File: src/rtl/irqt_pkg.sv
package irqt_pkg;

  typedef enum logic [1:0] {
    SEL_RELOAD = 2'd0,
    SEL_ENABLE = 2'd1,
    SEL_MASK   = 2'd2,
    SEL_STATUS = 2'd3
  } irqt_sel_e;

  localparam int SRC_EXP = 0;
  localparam int SRC_VID = 1;
  localparam int SRC_TMR = 2;
  localparam int NSRC    = 3;

  // true when any pending source is left unblocked
  function automatic logic any_unmasked(input logic [NSRC-1:0] pend,
                                        input logic [NSRC-1:0] blk);
    return |(pend & ~blk);
  endfunction

endpackage

File: src/rtl/irqt_prescaler.sv
module irqt_prescaler #(
  parameter int TICK_LEN = 1023
) (
  input  logic clk,
  input  logic rst_n,
  input  logic run,
  input  logic restart,
  output logic tick
);
  localparam int PW = (TICK_LEN > 1) ? $clog2(TICK_LEN) : 1;
  localparam logic [PW-1:0] LAST = PW'(TICK_LEN - 1);

  logic [PW-1:0] pre_q;

  assign tick = run && (pre_q == LAST);

  always_ff @(posedge clk) begin
    if (!rst_n) begin
      pre_q <= '0;
    end else if (restart) begin
      pre_q <= '0;
    end else if (run) begin
      pre_q <= tick ? '0 : pre_q + 1'b1;
    end
  end
endmodule

File: src/rtl/irqt_down_counter.sv
module irqt_down_counter #(
  parameter int CNT_W = 7
) (
  input  logic             clk,
  input  logic             rst_n,
  input  logic             load,
  input  logic             tick,
  input  logic [CNT_W-1:0] reload,
  output logic [CNT_W-1:0] count,
  output logic             roll
);
  logic [CNT_W-1:0] count_q;

  // value after one tick: wrap to reload from zero, else step down
  function automatic logic [CNT_W-1:0] step(input logic [CNT_W-1:0] cur,
                                            input logic [CNT_W-1:0] rel);
    return (cur == '0) ? rel : cur - 1'b1;
  endfunction

  assign roll  = tick && (count_q == '0);
  assign count = count_q;

  always_ff @(posedge clk) begin
    if (!rst_n) begin
      count_q <= '0;
    end else if (load) begin
      count_q <= reload;
    end else if (tick) begin
      count_q <= step(count_q, reload);
    end
  end
endmodule

File: src/rtl/irqt_regs.sv
module irqt_regs
  import irqt_pkg::*;
#(
  parameter int CNT_W  = 7,
  parameter int DATA_W = 8
) (
  input  logic              clk,
  input  logic              rst_n,
  input  logic [1:0]        sel,
  input  logic              we,
  input  logic [DATA_W-1:0] wdata,
  input  logic [CNT_W-1:0]  count,
  input  logic [NSRC-1:0]   status,
  output logic [DATA_W-1:0] rdata,
  output logic [CNT_W-1:0]  reload_q,
  output logic              en_q,
  output logic [NSRC-1:0]   mask_q,
  output logic              load,
  output logic              ack
);
  irqt_sel_e sel_e;
  logic wr_reload, wr_enable, wr_mask;

  assign sel_e     = irqt_sel_e'(sel);
  assign wr_reload = we && (sel_e == SEL_RELOAD);
  assign wr_enable = we && (sel_e == SEL_ENABLE);
  assign wr_mask   = we && (sel_e == SEL_MASK);
  assign ack       = we && (sel_e == SEL_STATUS);
  assign load      = wr_enable && wdata[0] && !en_q;

  always_ff @(posedge clk) begin
    if (!rst_n) begin
      reload_q <= '0;
      en_q     <= 1'b0;
      mask_q   <= '0;
    end else begin
      if (wr_reload) reload_q <= wdata[CNT_W-1:0];
      if (wr_enable) en_q     <= wdata[0];
      if (wr_mask)   mask_q   <= wdata[NSRC-1:0];
    end
  end

  always_comb begin
    rdata = '0;
    case (sel_e)
      SEL_RELOAD: rdata = {{(DATA_W-CNT_W){1'b0}}, count};
      SEL_ENABLE: rdata = {{(DATA_W-1){1'b0}}, en_q};
      SEL_MASK:   rdata = {{(DATA_W-NSRC){1'b0}}, mask_q};
      SEL_STATUS: rdata = {{(DATA_W-NSRC){1'b0}}, status};
      default:    rdata = '0;
    endcase
  end
endmodule

File: src/rtl/irqt_intc.sv
module irqt_intc
  import irqt_pkg::*;
(
  input  logic            clk,
  input  logic            rst_n,
  input  logic            exp_lvl,
  input  logic            vid_lvl,
  input  logic            tmr_set,
  input  logic            tmr_clr,
  input  logic [NSRC-1:0] mask,
  output logic [NSRC-1:0] status,
  output logic            irq
);
  logic            tmr_pend_q;
  logic [NSRC-1:0] raw;
  logic [NSRC-1:0] gated;

  always_ff @(posedge clk) begin
    if (!rst_n) begin
      tmr_pend_q <= 1'b0;
    end else if (tmr_set) begin
      tmr_pend_q <= 1'b1;
    end else if (tmr_clr) begin
      tmr_pend_q <= 1'b0;
    end
  end

  assign raw[SRC_EXP] = exp_lvl;
  assign raw[SRC_VID] = vid_lvl;
  assign raw[SRC_TMR] = tmr_pend_q;

  for (genvar i = 0; i < NSRC; i++) begin : g_src
    assign gated[i] = raw[i] & ~mask[i];
  end

  assign status = raw;
  assign irq    = any_unmasked(raw, mask) && (|gated);
endmodule

File: src/rtl/irq_timer_ctrl.sv
module irq_timer_ctrl
  import irqt_pkg::*;
#(
  parameter int TICK_LEN = 1023,
  parameter int CNT_W    = 7,
  parameter int DATA_W   = 8
) (
  input  logic              clk,
  input  logic              rst_n,
  input  logic [1:0]        bus_sel,
  input  logic              bus_we,
  input  logic [DATA_W-1:0] bus_wdata,
  output logic [DATA_W-1:0] bus_rdata,
  input  logic              video_irq_in,
  input  logic              expn_irq_in,
  output logic              irq_out
);
  logic             tick_w;
  logic             roll_w;
  logic             load_w;
  logic             ack_w;
  logic             en_w;
  logic [CNT_W-1:0] reload_w;
  logic [CNT_W-1:0] count_w;
  logic [NSRC-1:0]  mask_w;
  logic [NSRC-1:0]  status_w;

  irqt_regs #(.CNT_W(CNT_W), .DATA_W(DATA_W)) u_regs (
    .clk(clk), .rst_n(rst_n), .sel(bus_sel), .we(bus_we), .wdata(bus_wdata),
    .count(count_w), .status(status_w), .rdata(bus_rdata),
    .reload_q(reload_w), .en_q(en_w), .mask_q(mask_w),
    .load(load_w), .ack(ack_w)
  );

  irqt_prescaler #(.TICK_LEN(TICK_LEN)) u_pre (
    .clk(clk), .rst_n(rst_n), .run(en_w), .restart(load_w), .tick(tick_w)
  );

  irqt_down_counter #(.CNT_W(CNT_W)) u_cnt (
    .clk(clk), .rst_n(rst_n), .load(load_w), .tick(tick_w),
    .reload(reload_w), .count(count_w), .roll(roll_w)
  );

  irqt_intc u_intc (
    .clk(clk), .rst_n(rst_n), .exp_lvl(expn_irq_in), .vid_lvl(video_irq_in),
    .tmr_set(roll_w), .tmr_clr(ack_w), .mask(mask_w),
    .status(status_w), .irq(irq_out)
  );
endmodule

File: config.mk
export PLATFORM = sky130hd
export DESIGN_NAME = irq_timer_ctrl
export DESIGN_NICKNAME = d
export VERILOG_FILES = /design/src/rtl/irqt_pkg.sv /design/src/rtl/irqt_prescaler.sv /design/src/rtl/irqt_down_counter.sv /design/src/rtl/irqt_regs.sv /design/src/rtl/irqt_intc.sv /design/src/rtl/irq_timer_ctrl.sv
export SDC_FILE = /design/constraint.sdc
export NUM_CORES = 1
export LEC_CHECK = 0
export BUFFER_PORTS_ARGS = -buffer_cell sky130_fd_sc_hd__buf_2
export CAP_MARGIN = 20
export CORE_ASPECT_RATIO = 0.75
export CORE_MARGIN = 2
export CORE_UTILIZATION = 52
export DETAILED_ROUTE_END_ITERATION = 8
export PLACE_DENSITY = 0.74
export REMOVE_ABC_BUFFERS = 1
export SLEW_MARGIN = 25
export SYNTH_ARGS = -nofsm -noshare
export SYNTH_HDL_FRONTEND = slang
export SYNTH_SLANG_ARGS = --single-unit
File: constraint.sdc
create_clock -name clk -period 2.5 [get_ports clk]
set_input_delay 0.5 -clock clk [delete_from_list [all_inputs] [get_ports clk]]
set_output_delay 0.5 -clock clk [all_outputs]
set_load 0.01 [all_outputs]
==> impl_results.md, run 1 <==
- Max-cap violation count: 0
- Main area contributors after synthesis: dfxtp_1, nand2_1, nor2_1, xor2_1, ha_1
- Vias per cell: around 5.7
- GPL Wtd Cong: about 0.9
- Syn Area/Cell: 8.26 µm²
- Antenna Nets Post-Route: 0
- Layout cells sized above 1: between 10% and 20%
- NumNets Final: ~220
- Top_reg_cell synth: dfxtp_1
- Max-slew violations: 0
- Die H: 50.4 µm
- HPWL Detailed: between 2000 and 3000 µm
- Final worst path period share: 75.2%
- Unrepaired setup endpoints after global routing: no
- Synthesized cell area: roughly 1500 µm²
- Initial core utilization: between 50% and 60%
- Synth Area in Adders: 3.35%
- Clock skew: ~2.7 ps
- Root Driver: clkbuf_8
- Clock Tree Buf Depth: 2
- Max FO, Critical Path: 8
- Synth top cells by count: dfxtp_1, nand2_1, nor2_1, a21oi_1, nand3_1
- Hold buffer count at CTS: 0
- Die area: ~3300 µm²
- R2R Path Start: u_pre.pre_q[0]
- DRT iter0 DRCs: 91
- PortBufs: 21
- Tot Pwr: between 900 and 1000 µW
- CTS sink count: 29
- Final setup viols: 0
- Share of flip-flops with an asynchronous set or reset: 0%
- CTS tree: built
- Setup TNS: 0 ps
- Gr ovfl total: 0
- Register bit total from synthesis: 29
- Compound-Gate Fraction of Synth Area: 12.6%
- Antenna violations before repair: 0
- DP Area: between 1500 and 2000 µm²
- Die Wd: around 66 µm
- Largest family of logic cells by synthesized area: simple AND/OR/NAND/NOR gates
- Synth area leader: dfxtp_1
- Final Hold Viols: 0
- Fmax: 532 MHz
- Unique masters post-synth: between 40 and 50
- Top-count cell post-synth: dfxtp_1
- Total CTS buffers: 5
- Top Ports: 24
- Peak VDD IR: ~470 µV
- Initial DRT Pass Iterations: 4
- Setup CP Type: in -> out
- R2r setup slk: approximately 670 ps
- EDFF count, synth: 0
- Post-synthesis xor/xnor area fraction: under 10%
- Ys Warns: 0
- First-pass GRT wire length: a little under 6000 µm
- RR Endpoint: u_cnt.count[6]
- Hold Path End: u_regs.reload_q[2]
- # H-tree levels: 2
- Largest net degree at the start of global routing: 16
- Crit path time final: between 1500 and 2000 ps
- CP startpoint kind: input port
- Core area: 2660 µm²
- Hold Path Origin: u_regs.reload_q[2]
- Synth top area share: between 30% and 40%
- Design area: ~1700 µm²
- N_diodes: 0
- Reg clk slew, reported paths: about 60 ps
- GRT Util Overall: 24.0%
- Leakage power: about 0.0007 µW
- Status: finished clean
- # DRC: 0
- # rows: 16
- CP arrival: around 1400 ps
- PwrDens: roughly 540 nW/µm²
- Post-synthesis mux area share: around 7%
- Clk_lat worst skew: around 280 ps
- Routed vias: approximately 1,400
- Post-CTS Repair Setup Buffers: 0
- Post-Route WL: between 3000 and 4000 µm
- Area delta synth->final: 14.3%
- Part of the Yosys area used for sequential elements: approximately two fifths
- Gate Count Post-Synth: around 180
- Worst Setup End Kind: primary output
- Post-Synth Simple-Gate Area: 29.1%
- Worst EP required: 2000 ps
- Vias in the first global route: between 1,000 and 1,500
- Post-cts sizing count: 0
- Hold depth: 2
- HP Class: reg -> reg
- Wirelength per Cell: roughly 14 µm
- Worst R2R Path Depth: 8
## routing by layer
metal,track usage (%),part of all wire (%),vias up
li1,-,-,681
met1,28.8,46,629
met2,38.9,46,41
met3,7.40,5.8,9
met4,11.8,2.3,0
met5,0,0,-
## cells in the final DEF, fill, tap and decap left out, types with 2 or more instances in the layout
| cell | n |
|---|---|
| dfxtp_1 | 29 |
| nand2_1 | 24 |
| nor2_1 | 21 |
| buf_2 | 21 |
| a21oi_1 | 9 |
| nand3_1 | 8 |
| and2_1 | 7 |
| xor2_1 | 7 |
| inv_1 | 6 |
| nand4_1 | 6 |
| clkbuf_8 | 6 |
| o21ai_0 | 5 |
| mux2i_1 | 5 |
| nor3_1 | 4 |
| ha_1 | 4 |
| mux2_2 | 3 |
| a22o_1 | 3 |
| nand2b_1 | 3 |
| and3_1 | 3 |
| nand3b_1 | 3 |
| and4_1 | 2 |
| o2111ai_1 | 2 |
| o211ai_1 | 2 |
| buf_4 | 2 |
## worst max-delay path: stages
cell and delay, ps:
buf_2 140, nor2_1 400, a22o_1 220, buf_2 120
## sequential cells by signal (all words and copies together), names as in the netlist
signal / cells
u_intc.tmr_pend_q: 1
u_regs.mask_q: 3
u_regs.en_q: 1
u_pre.pre_q: 10
u_cnt.count: 7
u_regs.reload_q: 7
## worst max-delay path by stage
stage,endpoint,startpoint,depth (start not counted)
2_1_floorplan,u_cnt.count[0],bus_sel[1],5
3_3_place_gp,u_cnt.count[0],bus_sel[1],6
3_5_place_dp,u_cnt.count[0],bus_sel[1],6
4_1_cts,bus_rdata[1],bus_sel[1],4
5_1_grt,u_cnt.count[6],u_pre.pre_q[1],7
6_report,bus_rdata[1],bus_sel[1],4
## cell type report
class	count	area, µm²
Timing Repair Buffer	23	120
Tap cell	36	45.0
Fill cell	235	953
Multi-Input combinational cell	138	855
Sequential cell	29	581
Inverter	6	22.5
Clock buffer	7	86.3
## cell families (layout without fill, tap and decap cells)
logic type | after synthesis | in the layout
compound gates | 29 | 29
buf+inv | 14 | 36
other cells | 1 | 1
mux | 9 | 9
xor+xnor | 8 | 8
simple gates | 87 | 87
flops | 29 | 29
fa+ha+maj | 4 | 4
## report_power, final
part / switching [µW] / internal (µW) / leakage (µW)
Clock: 169 / 218 / 0.0000443
Sequential: 4.96 / 469 / 0.000234
Combinational: 40.5 / 28.0 / 0.000425
Total: 214 / 715 / 0.000704
## metrics by stage
stage | hold slack (ps) | setup slack [ps] | util [%] | std cells
floorplan | 433 | 665 | - | 173
global placement | 447 | 430 | 60.9 | 232
detailed placement | 448 | 398 | 60.9 | 232
CTS | 454 | 631 | 64.2 | 239
global route | 466 | 482 | 64.2 | 239
finish | 457 | 620 | 64.2 | 239
No activity file was read; power rests on OpenSTA's default activity.
==> run 2, diff against run 1 <==
--- a/config.mk
+++ b/config.mk
@@ -9,9 +9,9 @@
 export CAP_MARGIN = 20
 export CORE_ASPECT_RATIO = 0.75
 export CORE_MARGIN = 2
-export CORE_UTILIZATION = 52
+export CORE_UTILIZATION = 50
 export DETAILED_ROUTE_END_ITERATION = 8
-export PLACE_DENSITY = 0.74
+export PLACE_DENSITY = 0.75
 export REMOVE_ABC_BUFFERS = 1
 export SLEW_MARGIN = 25
 export SYNTH_ARGS = -nofsm -noshare
==> constraint.sdc (replaced) <==
create_clock -name clk -period 1.7 [get_ports clk]
set_input_delay 0.34 -clock clk [delete_from_list [all_inputs] [get_ports clk]]
set_output_delay 0.34 -clock clk [all_outputs]
set_load 0.01 [all_outputs]
==> run 2 against run 1 <==
Against the previous run: final area increased by 10%; power up 49%; largest power group unchanged; highest routed layer unchanged; clock-buffer cell count unchanged; global-route usage down 0.22 points; non-clock buffer count grew 16; clock power rose by 46%; via count is 8.5% higher; sequential power increased by 47%; die area up 3.7%; setup slack got worse by 620 ps.
==> impl_results.md, run 2 (same netlist as run 1, synthesis figures left out) <==
- Final worst path period share: around 100%
- Leakage power: 0.000798 µW (+13%)
- Status: finished clean
- Antenna violations before repair: 0 (unchanged)
- Fmax: 589 MHz
- Routed vias: 1,476 (+8.5%)
- # rows: 17 (+1)
- Reg power frac: 50.5% (-0.5 points)
- CP top delay family: compound AO/OA/AOI/OAI gates
- Commonest non-fill, non-tap cell in the layout: dfxtp_1
- Final Hold Viols: 0 (unchanged)
- Vias in the first global route: 1,355 (+4.5%)
- Final Worst Setup Slack: 2.53 ps (-618 ps)
- Critical-path top delay cell: a222oi_1
- Final Non-Filler Cells: 257 (+7.5%)
- GPL Wtd Cong: 0.856 (-5.1%)
- Root Driver: clkbuf_8
- Worst EP required: 1860 ps (-140 ps)
- Cells along the critical path: inv_2, ha_1, and2_1, nand4_1, a22o_1, a222oi_1, nor2_1
- HP Class: in -> reg
- Clock skew: 7.20 ps (+4.50 ps)
- Area delta synth->final: 25.7%
- Die H: 51.4 µm (+1.8%)
- DRT iter0 DRCs: 75 (-18%)
- PortBufs: 21 (unchanged)
- # DRC: 0 (unchanged)
- Most frequent cells in the layout: dfxtp_1, nand2_1, nor2_1, buf_2, buf_4
- Crit path time final: 1700 ps
- Final setup viols: 0 (unchanged)
- Total CTS buffers: 5 (unchanged)
- Antenna Nets Post-Route: 0 (unchanged)
- Max-slew violations: 0 (unchanged)
- Gate power share: 8.7% (+1.3 points)
- Layout cells sized above 1: 27.4% (+11 points)
- Setup CP Type: reg -> reg
- Clk_lat worst skew: 280 ps (about the same)
- Clock Tree Buf Depth: 2 (unchanged)
- GRT Util Overall: 23.8% (-0.22 points)
- # H-tree levels: 2 (unchanged)
- Die Wd: 67.1 µm (+1.9%)
- Wirelength per Cell: 14.5 µm (+1.4%)
- Worst Setup End Kind: register
- Reg clk slew, reported paths: 60 ps (about the same)
- CP startpoint kind: register
- CTS sink count: 29 (unchanged)
- CTS tree: built
- Core area: 2890 µm² (+8.6%)
- Initial DRT Pass Iterations: 4 (unchanged)
- Setup TNS: 0 ps (unchanged)
- Post-Route WL: 3720 µm (+9.1%)
- Switching power: 316 µW (+47%)
- Max FO, Critical Path: 3 (-5)
- Hold buffer count at CTS: 0 (unchanged)
- Placed Cells: 248 (+6.9%)
- Internal Power: 1070 µW (+49%)
- CP arrival: 1850 ps (+470 ps)
- Vias per cell: 5.74 (+0.93%)
- HPWL Detailed: 2810 µm (+8.8%)
- Sw Share: 22.8% (-0.24 points)
- Post-layout util: 65.0% (+0.77 points)
- Die area: 3450 µm² (+3.7%)
- Gr ovfl total: 0 (unchanged)
- Dpl ws: -138 ps (-535 ps)
- NumNets Final: 238 (+7.2%)
- PwrDens: 736 nW/µm² (+35%)
- N_diodes: 0 (unchanged)
- Max reg flops: 10 (unchanged)
- Max-cap violation count: 0 (unchanged)
- Clock share of power: 40.8% (-0.8 points)
- Largest net degree at the start of global routing: 16 (unchanged)
- Slowest stage delay, CP: 380 ps (-20 ps)
- Critical path buffers and inverters: 1 (-1)
- First-pass GRT wire length: 5990 µm (+2.2%)
- Worst hold slack: 305 ps (-152 ps)
- Peak VDD IR: 587 µV (+24%)
- Most flops, register: u_pre.pre_q
- Top Ports: 24 (unchanged)
- Initial core utilization: 51.7% (-4.5 points)
[run 2: routing by layer]
metal  up-vias  GRT usage [%]  wire (µm)
met5         -              0          0
met4         0           7.48         43
met2        48           38.9       1770
met1       712           29.0       1660
met3         7           8.59        238
li1        709              -          -
[run 2: repair_timing]
action,4_1_cts,5_1_grt
setup endpoints to repair,2,11
setup buffers,0,1
pin swaps,1,2
resized for setup,2,13
cloned,0,1
[run 2: metrics by stage]
stage | power (µW) | area, µm²
detailed placement | 827 | 1730
global placement | 821 | 1730
global route | 1430 | 1880
floorplan | 767 | 1460
finish | 1380 | 1880
CTS | 1380 | 1820
[run 2: area by class of cell]
type	count	area, µm²
fill	259	1010
tap	38	47.5
sequential	29	584
timing repair buffer	39	251
multi-input combinational	138	887
clock buffer	7	86.3
inverter	6	22.5
[run 2: worst min-delay path, stage by stage]
cell and delay [ps]:
buf_2 90, nand2_1 50, a21oi_1 50
[run 2: power by group through the flow]
stage / Sequential, µW / Clock [µW] / Combinational [µW]
floorplan: 711 / 0 / 56.2
global placement: 712 / 0 / 109
detailed placement: 713 / 0 / 114
CTS: 698 / 568 / 114
global route: 699 / 602 / 133
finish: 698 / 564 / 121
[run 2: worst paths after layout]
kind	end	slack, ps	cells after the start	start
setup / recovery	u_cnt.count[0]	3	7	u_pre.pre_q[0]
hold / removal	u_regs.reload_q[6]	310	3	bus_wdata[6]
setup reg to reg	u_cnt.count[0]	3	7	u_pre.pre_q[0]
hold reg to reg	u_regs.reload_q[1]	460	2	u_regs.reload_q[1]
